--- src/rtl/sct_pkg.sv ---
package sct_pkg;

  localparam int XLEN = 64;

  typedef enum logic {
    CALL_ORD = 1'b0,
    CALL_VEC = 1'b1
  } call_kind_e;

  // Bit k in MSB-first numbering sits at bus index XLEN-1-k.
  function automatic logic [XLEN-1:0] stat_keep_mask();
    logic [XLEN-1:0] m;
    m = '0;
    for (int k = 0; k < XLEN; k++) begin
      if ((k <= 32) || ((k >= 37) && (k <= 41)) || (k >= 48))
        m[XLEN-1-k] = 1'b1;
    end
    return m;
  endfunction

  typedef struct packed {
    logic [XLEN-1:0] ret_save;
    logic [XLEN-1:0] stat_save;
    logic [XLEN-1:0] link;
    logic [XLEN-1:0] msr;
    logic [XLEN-1:0] next_pc;
    logic            wr_save;
    logic            wr_link;
  } sct_state_t;

endpackage

--- src/rtl/sct_image.sv ---
module sct_image
  import sct_pkg::*;
(
  input  logic [XLEN-1:0] msr_i,
  output logic [XLEN-1:0] img_o
);

  localparam logic [XLEN-1:0] KEEP = stat_keep_mask();

  // Kept fields copy straight through; holes are driven to zero.
  always_comb begin
    img_o = '0;
    for (int b = 0; b < XLEN; b++) begin
      if (KEEP[b]) img_o[b] = msr_i[b];
    end
  end

endmodule

--- src/rtl/sct_addr.sv ---
module sct_addr
  import sct_pkg::*;
#(
  parameter int              IA_W       = XLEN,
  parameter int              STEP       = 4,
  parameter logic [IA_W-1:0] ORD_VECTOR = IA_W'(64'hC00)
) (
  input  call_kind_e      kind_i,
  input  logic [IA_W-1:0] cia_i,
  input  logic [IA_W-1:0] vec_addr_i,
  output logic [IA_W-1:0] ret_o,
  output logic [IA_W-1:0] target_o
);

  localparam logic [IA_W-1:0] STEP_V = IA_W'(STEP);

  always_comb begin
    ret_o = cia_i + STEP_V;
  end

  always_comb begin
    unique case (kind_i)
      CALL_VEC: target_o = vec_addr_i;
      default:  target_o = ORD_VECTOR;
    endcase
  end

endmodule

--- src/rtl/sct_regs.sv ---
module sct_regs
  import sct_pkg::*;
(
  input  logic            clk,
  input  logic            rst_n,
  input  logic            take_i,
  input  call_kind_e      kind_i,
  input  logic [XLEN-1:0] ret_i,
  input  logic [XLEN-1:0] img_i,
  input  logic [XLEN-1:0] new_msr_i,
  input  logic [XLEN-1:0] target_i,
  output sct_state_t      st_o
);

  localparam logic [XLEN-1:0] HOLES = ~stat_keep_mask();

  sct_state_t st_q, st_d;
  logic       en_save, en_link, en_common;

  always_comb begin
    en_common = take_i;
    en_save   = take_i && (kind_i == CALL_ORD);
    en_link   = take_i && (kind_i == CALL_VEC);
  end

  always_comb begin
    st_d         = st_q;
    st_d.wr_save = en_save;
    st_d.wr_link = en_link;
    if (en_save)   st_d.ret_save = ret_i;
    if (en_link)   st_d.link     = ret_i;
    if (en_common) begin
      st_d.stat_save = img_i;
      st_d.msr       = new_msr_i;
      st_d.next_pc   = target_i;
    end
  end

  always_ff @(posedge clk or negedge rst_n) begin
    if (!rst_n) st_q <= '0;
    else        st_q <= st_d;
  end

  assign st_o = st_q;


  holes_zero_chk: assert property (@(posedge clk) disable iff (!rst_n)
    (st_q.stat_save & HOLES) == '0);


  pulse_excl_chk: assert property (@(posedge clk) disable iff (!rst_n)
    $onehot0({st_q.wr_save, st_q.wr_link}));


  hold_chk: assert property (@(posedge clk) disable iff (!rst_n)
    !take_i |=> ($stable(st_q.ret_save) && $stable(st_q.link) &&
                 $stable(st_q.stat_save) && $stable(st_q.msr) &&
                 $stable(st_q.next_pc)));

endmodule

--- src/rtl/sct_entry.sv ---
module sct_entry
  import sct_pkg::*;
#(
  parameter logic [XLEN-1:0] ORD_VECTOR = 64'hC00
) (
  input  logic            clk,
  input  logic            rst_n,
  input  logic            take_i,
  input  logic            call_vec_i,
  input  logic [XLEN-1:0] cia_i,
  input  logic [XLEN-1:0] msr_i,
  input  logic [XLEN-1:0] new_msr_i,
  input  logic [XLEN-1:0] vec_addr_i,
  output logic [XLEN-1:0] ret_save_o,
  output logic [XLEN-1:0] stat_save_o,
  output logic [XLEN-1:0] link_o,
  output logic [XLEN-1:0] msr_o,
  output logic [XLEN-1:0] next_pc_o,
  output logic            wr_save_o,
  output logic            wr_link_o
);

  call_kind_e      kind;
  logic [XLEN-1:0] img, ret, target;
  sct_state_t      st;

  assign kind = call_vec_i ? CALL_VEC : CALL_ORD;

  sct_image u_image (
    .msr_i (msr_i),
    .img_o (img)
  );

  sct_addr #(
    .IA_W       (XLEN),
    .STEP       (4),
    .ORD_VECTOR (ORD_VECTOR)
  ) u_addr (
    .kind_i     (kind),
    .cia_i      (cia_i),
    .vec_addr_i (vec_addr_i),
    .ret_o      (ret),
    .target_o   (target)
  );

  sct_regs u_regs (
    .clk       (clk),
    .rst_n     (rst_n),
    .take_i    (take_i),
    .kind_i    (kind),
    .ret_i     (ret),
    .img_i     (img),
    .new_msr_i (new_msr_i),
    .target_i  (target),
    .st_o      (st)
  );

  assign ret_save_o  = st.ret_save;
  assign stat_save_o = st.stat_save;
  assign link_o      = st.link;
  assign msr_o       = st.msr;
  assign next_pc_o   = st.next_pc;
  assign wr_save_o   = st.wr_save;
  assign wr_link_o   = st.wr_link;


  ord_ret_chk: assert property (@(posedge clk) disable iff (!rst_n)
    (take_i && !call_vec_i) |=> (ret_save_o == $past(cia_i) + 64'd4) && $stable(link_o));


  vec_ret_chk: assert property (@(posedge clk) disable iff (!rst_n)
    (take_i && call_vec_i) |=> (link_o == $past(cia_i) + 64'd4) && $stable(ret_save_o));


  vec_target_chk: assert property (@(posedge clk) disable iff (!rst_n)
    (take_i && call_vec_i) |=> (next_pc_o == $past(vec_addr_i)));


  ord_target_chk: assert property (@(posedge clk) disable iff (!rst_n)
    (take_i && !call_vec_i) |=> (next_pc_o == ORD_VECTOR));


  msr_load_chk: assert property (@(posedge clk) disable iff (!rst_n)
    take_i |=> (msr_o == $past(new_msr_i)));


  save_pulse_chk: assert property (@(posedge clk) disable iff (!rst_n)
    wr_save_o |-> $past(take_i && !call_vec_i));

endmodule

--- config.mk ---
export PLATFORM = sky130hd
export DESIGN_NAME = sct_entry
export DESIGN_NICKNAME = d
export VERILOG_FILES = /design/src/rtl/sct_pkg.sv /design/src/rtl/sct_image.sv /design/src/rtl/sct_addr.sv /design/src/rtl/sct_regs.sv /design/src/rtl/sct_entry.sv
export SDC_FILE = /design/constraint.sdc
export NUM_CORES = 1
export LEC_CHECK = 0
export BUFFER_PORTS_ARGS = -buffer_cell sky130_fd_sc_hd__buf_2
export CORE_AREA = 2 2 225 227
export DETAILED_ROUTE_END_ITERATION = 10
export DIE_AREA = 0 0 227 229
export PLACE_DENSITY = 0.56
export SLEW_MARGIN = 5
export SYNTH_ARGS = -nofsm -noshare
export SYNTH_HDL_FRONTEND = slang
export SYNTH_SLANG_ARGS = --single-unit
--- constraint.sdc ---
create_clock -name clk -period 1.5 [get_ports clk]
set_input_delay 0.225 -clock clk [delete_from_list [all_inputs] [get_ports clk]]
set_output_delay 0.225 -clock clk [all_outputs]
set_load 0.02 [all_outputs]
==> results_dict.tcl, run 1 <==
set metrics [dict create \
    outcome "complete, but fails checks" \
    violations "negative setup slack" \
    stdcell_count 2837 \
    timing.final.ws_setup_ns -0.0667 \
    setup_viol 14 \
    synth_warnings 0 \
    cp.arrival_ns 1.99 \
    hp-class "in2reg" \
    synth_edf_count 0 \
    cts_root_buf "clkbuf_16" \
    min_from "cia_i[2]" \
    die_h_um 229 \
    grt_antenna_before_repair 1 \
    max_clock_freq_mhz 638 \
    grt_pass1_wl_um 75500 \
    switchingPower_mw 7.26 \
    dieArea_sq_um 52000 \
    drt_wl_total_um 50000 \
    p_clk_frac 0.406 \
    period_minus_slack_ns 1.57 \
    r2r_slack_ns 0.67 \
    grt_pass1_vias 13200 \
    min_period_over_period 1.04 \
    viasPerCell 4.50 \
    io_pins 582 \
    required_ns 1.92 \
    ant_nets 0 \
    hold_viol 0 \
    netlist_area_sq_um 13300 \
    cts_sinks 312 \
    final_util 0.442 \
    dpl.cell_count 2562 \
    drtIter0Drc 647 \
    syn_inst 1251 \
    cp-end-kind "register" \
    largest_reg_flops 312 \
    power_frac_seq 0.393 \
    reg2reg_from "u_regs.st_o[105]" \
    path_clk_slew_ns 0.06 \
    n_antenna_cell 0 \
    final-max-slew-violation-count 0 \
    ys_seq_elements 312 \
    globalRouteOverflowTotal 0 \
    core_area_sq_um 49700 \
    tightestPinTransition_ns 0.528 \
    cap_viol_max_count 0 \
    cts_tree "yes" \
    place_hpwl_um 36400 \
    p_leak_nw 10.7 \
    start_kind "input pin" \
    yosys_most_used_dff "dfrtp_1" \
    cts_buffer_depth 3 \
    via_count 12800 \
    nets 2396 \
    swShare 0.290 \
    drive_gt1_frac 0.443 \
    cts_made_buffers 39 \
    synth_cell_types 41 \
    setup_tns_ns -0.373 \
    power_density_nw_per_um2 1140 \
    slew_headroom 0.648 \
    worstSetupPathType "in2reg" \
    first_pass_iters 7 \
    place.gp.congestion 0.883 \
    synth-async-reset-ratio 1.00 \
    rsz0062_at_grt "true" \
    grt_max_degree 86 \
    num_rows 82 \
    avgSynthCellArea_sq_um 10.7 \
    grt_usage 0.187 \
    fill_cells 4624 \
    die_w_um 227 \
    finClkSkew_ns 0 \
    startpoint "cia_i[47]" \
    initial_core_util 0.269 \
    p_int_mw 17.7 \
    p_comb_frac 0.202 \
    drcViolationCount 0 \
    clk_latency_ns 0.54 \
    syn_to_final_growth_pct 64.4 \
    routedWlPerCell_um 17.6 \
    cp_max_fo 5 \
    yosysSeqAreaShare 0.585 \
    io_buffers 561 \
    cts_max_level 2 \
    vdd_drop_max_mv 0.639 \
]
layout by cell type, fill, tap and decap left out, types with 5 or more instances in the layout:
cell / Yosys / layout
buf_2: 5 / 542
buf_12: 0 / 19
bufinv_16: 0 / 5
mux2_2: 118 / 118
buf_6: 1 / 17
nand3b_1: 16 / 16
nor4_2: 1 / 6
a31oi_1: 8 / 8
and3_1: 12 / 12
nand4_1: 29 / 29
mux2i_1: 9 / 9
buf_4: 10 / 147
dlygate4sd3_1: 0 / 190
nor3_1: 12 / 12
nor2_1: 36 / 35
dfrtp_1: 312 / 312
nor4_4: 1 / 13
xnor2_1: 15 / 14
nand3_1: 114 / 111
and2_1: 10 / 10
o21ai_1: 3 / 5
clkbuf_8: 0 / 12
and4_1: 8 / 8
conb_1: 1 / 10
inv_1: 70 / 70
xor2_1: 29 / 27
nand2_1: 172 / 170
clkinv_2: 0 / 8
or4_4: 2 / 6
clkbuf_16: 0 / 41
o21ai_0: 150 / 147
synth_stat cells (12+ instances only):
library cell / count / area [sq um]
xnor2_1: 15 / 131
nand3_1: 114 / 571
nor4_1: 20 / 125
nand2_1: 172 / 646
dfrtp_1: 312 / 7810
nand4_1: 29 / 181
xor2_1: 29 / 254
clkbuf_1: 60 / 225
inv_1: 70 / 263
mux2_2: 118 / 1330
nor3_1: 12 / 60.1
o21ai_0: 150 / 751
and3_1: 12 / 75.1
nand3b_1: 16 / 120
nor2_1: 36 / 135
timing repair:
item	in CTS	in global routing
setup endpoints to repair	33	38
resized for setup	30	32
pin swaps	7	11
hold endpoints to repair	444	0
hold buffers	190	0
buffers inserted	3	10
gates cloned	1	1
per-layer routing:
layer | GRT usage | share of wire
met2 | 0.323 | 0.49
met3 | 0.0437 | 0.071
met1 | 0.225 | 0.41
met4 | 0.0672 | 0.033
met5 | 0 | 0.00026
worst max-delay path: stages:
cell     delay (ns)
buf_12         0.10
nand4_1        0.11
buf_4          0.15
or4_4          0.48
or4_4          0.60
o31ai_4        0.20
a31oi_1        0.11
power by group through the flow:
stage | clock network [mW] | registers (mW) | logic, mW
global placement | 0 | 9.93 | 4.56
detailed placement | 0 | 9.96 | 4.61
floorplan | 0 | 11.0 | 1.15
global route | 10.8 | 9.94 | 5.42
finish | 10.1 | 9.83 | 5.04
CTS | 10.4 | 9.83 | 5.04
area by class of cell:
cell class              count  area, sq um  share of cell area
flip-flops and latches    312         7810               0.356
repair buffers            918         6350               0.289
multi-input cells         793         5270               0.240
clock buffers              53         1180              0.0538
well taps                 672          841              0.0383
inverters                  71          267              0.0121
clock inverters            18          230              0.0105
worst paths after layout:
path | endpoint | cells after the start
setup / recovery | u_regs.st_o[193] | 7
hold / removal | u_regs.st_o[132] | 3
setup reg to reg | u_regs.st_o[105] | 1
hold reg to reg | u_regs.st_o[133] | 2
max in group asynchronous | u_regs.st_o[150] | 3
min in group asynchronous | u_regs.st_o[270] | 2
per-stage QoR:
| step | area (sq um) | hold slack [ns] | setup WS (ns) | total power, mW |
|---|---|---|---|---|
| after floorplan | 13600 | -0.0706 | -0.526 | 12.2 |
| after global placement | 18200 | 0.0839 | -0.754 | 14.5 |
| after detailed placement | 18200 | 0.0859 | -0.798 | 14.6 |
| after CTS | 21700 | 0.00564 | -0.0243 | 25.3 |
| after global routing | 21900 | 0.0312 | -0.0977 | 26.1 |
| final | 21900 | 0.0465 | -0.0667 | 25.0 |
logic make-up after synthesis:
| group | Yosys count | synth area share |
|---|---|---|
| AND/OR/NAND/NOR | 446 | 0.166 |
| flip-flops | 312 | 0.585 |
| AO/OA/AOI/OAI | 164 | 0.0639 |
| buffers and inverters | 155 | 0.0474 |
| multiplexers | 128 | 0.107 |
| XOR/XNOR | 44 | 0.0289 |
| adder cells (fa/ha/maj) | 1 | 0.000937 |
| other | 1 | 0.000281 |
No activity file was read; power rests on OpenSTA's default activity.
==> run 2, diff against run 1 <==
--- a/config.mk
+++ b/config.mk
@@ -10,6 +10,7 @@
 export DETAILED_ROUTE_END_ITERATION = 10
 export DIE_AREA = 0 0 227 229
 export PLACE_DENSITY = 0.56
+export RECOVER_POWER = 50
 export SLEW_MARGIN = 5
 export SYNTH_ARGS = -nofsm -noshare
 export SYNTH_HDL_FRONTEND = slang
==> constraint.sdc (replaced) <==
create_clock -name clk -period 2.01 [get_ports clk]
set_input_delay 0.3015 -clock clk [delete_from_list [all_inputs] [get_ports clk]]
set_output_delay 0.3015 -clock clk [all_outputs]
set_load 0.02 [all_outputs]
==> run 2 against run 1 <==
Net effect: the run now ends clean; critical path depth rose by 2; clock power fell by 30%; flip-flop and latch count did not move; die area did not move; final cell count fell by 2.5%; register-to-register slack improved by 0.51 ns; critical endpoint is now u_regs.st_o[317]; largest power group is now registers.
==> results_dict.tcl, run 2 (synthesis results as in run 1) <==
set metrics [dict create \
    dr_wl_met3_um 4140 \
    outcome "completed" \
    min_period_over_period 0.897 \
    cts_buffer_depth 3 \
    fill_cells 4775 \
    place_hpwl_um 35600 \
    grt_pass1_wl_um 73600 \
    cp_max_fo 10 \
    cts_root_buf "clkbuf_16" \
    cts_max_level 2 \
    drt_wl_total_um 49200 \
    largest_reg_flops 312 \
    multi_input_area_sq_um 4980 \
    timing.final.ws_setup_ns 0.206 \
    globalRouteOverflowTotal 0 \
    layout_commonest_cell "buf_2" \
    finClkSkew_ns 0 \
    dp_worst_setup_slack_ns -0.335 \
    hold_viol 0 \
    num_rows 82 \
    max_clock_freq_mhz 554 \
    p_clk_frac 0.392 \
    critical_path.most_common_cell "buf_4" \
    syn_to_final_growth_pct 54.4 \
    via_count 12700 \
    p_int_mw 12.7 \
    tightestPinTransition_ns 1.23 \
    path_cells "buf_2 > nand4_1 > buf_4 > or4_1 > buf_4 > nor4_2 > buf_4 > mux2i_1 > nand3_1" \
    initial_core_util 0.269 \
    post-cts-setup-buffers 0 \
    switchingPower_mw 5.28 \
    rsz0062_at_grt "false" \
    grt_max_degree 100 \
    io_pins 582 \
    period_minus_slack_ns 1.80 \
    viasPerCell 4.57 \
    dieArea_sq_um 52000 \
    nets 2329 \
    wl_met1_um 19300 \
    first_pass_iters 5 \
    cap_viol_max_count 0 \
    die_h_um 229 \
    final_util 0.415 \
    routedWlPerCell_um 17.8 \
    slew_headroom 0.181 \
    p_leak_nw 9.92 \
    clk_latency_ns 0.54 \
    power_density_nw_per_um2 872 \
    hp-class "in2reg" \
    slowest_delay_ns 0.57 \
    path_clk_slew_ns 0.06 \
    wl_met2_um 24100 \
    core_area_sq_um 49700 \
    drive_gt1_frac 0.411 \
    route.top_layer_used "met4" \
    cp-end-kind "register" \
    grt_antenna_before_repair 0 \
    drcViolationCount 0 \
    ant_nets 0 \
    worstSetupPathType "in2reg" \
    seq_area_sq_um 7810 \
    vdd_drop_max_mv 0.522 \
    power_frac_seq 0.407 \
    fin_total_pwr_mw 18.0 \
    cts_sinks 312 \
    start_kind "input pin" \
    io_buffers 561 \
    final-max-slew-violation-count 0 \
    n_antenna_cell 0 \
    cp.arrival_ns 2.23 \
    cts_made_buffers 38 \
    cts_tree "yes" \
    crit_slowest_cell "or4_1" \
    required_ns 2.43 \
    die_w_um 227 \
    layout_common_cells "buf_2 (558), dfrtp_1 (312), dlygate4sd3_1 (172)" \
    setup_viol 0 \
    grt_usage 0.183 \
    place.gp.congestion 0.867 \
    drtIter0Drc 645 \
    swShare 0.294 \
    p_comb_frac 0.200 \
    grt_pass1_vias 12900 \
]
## run 2: path summary, 6_finish.rpt
kind,start,cells after the start,end,slack (ns)
min,vec_addr_i[12],3,u_regs.st_o[14],0.03
max in group asynchronous,rst_n,3,u_regs.st_o[287],0.29
min in group asynchronous,rst_n,2,u_regs.st_o[265],0.56
max,cia_i[44],9,u_regs.st_o[317],0.21
max reg2reg,u_regs.st_o[217],1,u_regs.st_o[217],1.18
min reg2reg,u_regs.st_o[167],2,u_regs.st_o[167],0.47
## run 2: repair_timing
action | 4_1_cts | 5_1_grt
hold buffers | 172 | 0
gates resized for setup | 0 | 0
endpoints found under the hold margin | 213 | 0
## run 2: final cells by class
cell class | instances | share of cell area
Clock inverter | 10 | 0.00674
Timing Repair Buffer | 852 | 0.263
Clock buffer | 57 | 0.0560
Sequential cell | 312 | 0.379
Multi-Input combinational cell | 793 | 0.242
Tap cell | 672 | 0.0408
Inverter | 71 | 0.0129
## run 2: stage by stage
step	TNS, ns	hold WS, ns	area (sq um)	instances
floorplan	-0.365	0.00591	13400	1260
global placement	-8.52	0.228	17700	2528
detailed placement	-9.71	0.226	17700	2528
CTS	0	0.00196	20700	2767
global route	0	0.0243	20600	2767
finish	0	0.0345	20600	2767
## run 2: power by group through the flow
stage	clock network (mW)	registers (mW)	logic, mW
after CTS	7.31	7.32	3.66
after global routing	7.55	7.40	3.89
after global placement	0	7.40	3.35
final	7.05	7.32	3.60
after detailed placement	0	7.42	3.39
after floorplan	0	8.24	0.852
## run 2: critical path, delay by kind of cell
family / cells / cell delay, ns
and+or+nand+nor: 4 / 1.03
buffers and inverters: 4 / 0.72
muxes: 1 / 0.17
## run 2: metal layers
layer | up-vias | GRT usage
met4 | 0 | 0.0672
li1 | 5899 | -
met3 | 93 | 0.0495
met1 | 6174 | 0.214
met2 | 490 | 0.318
met5 | - | 0
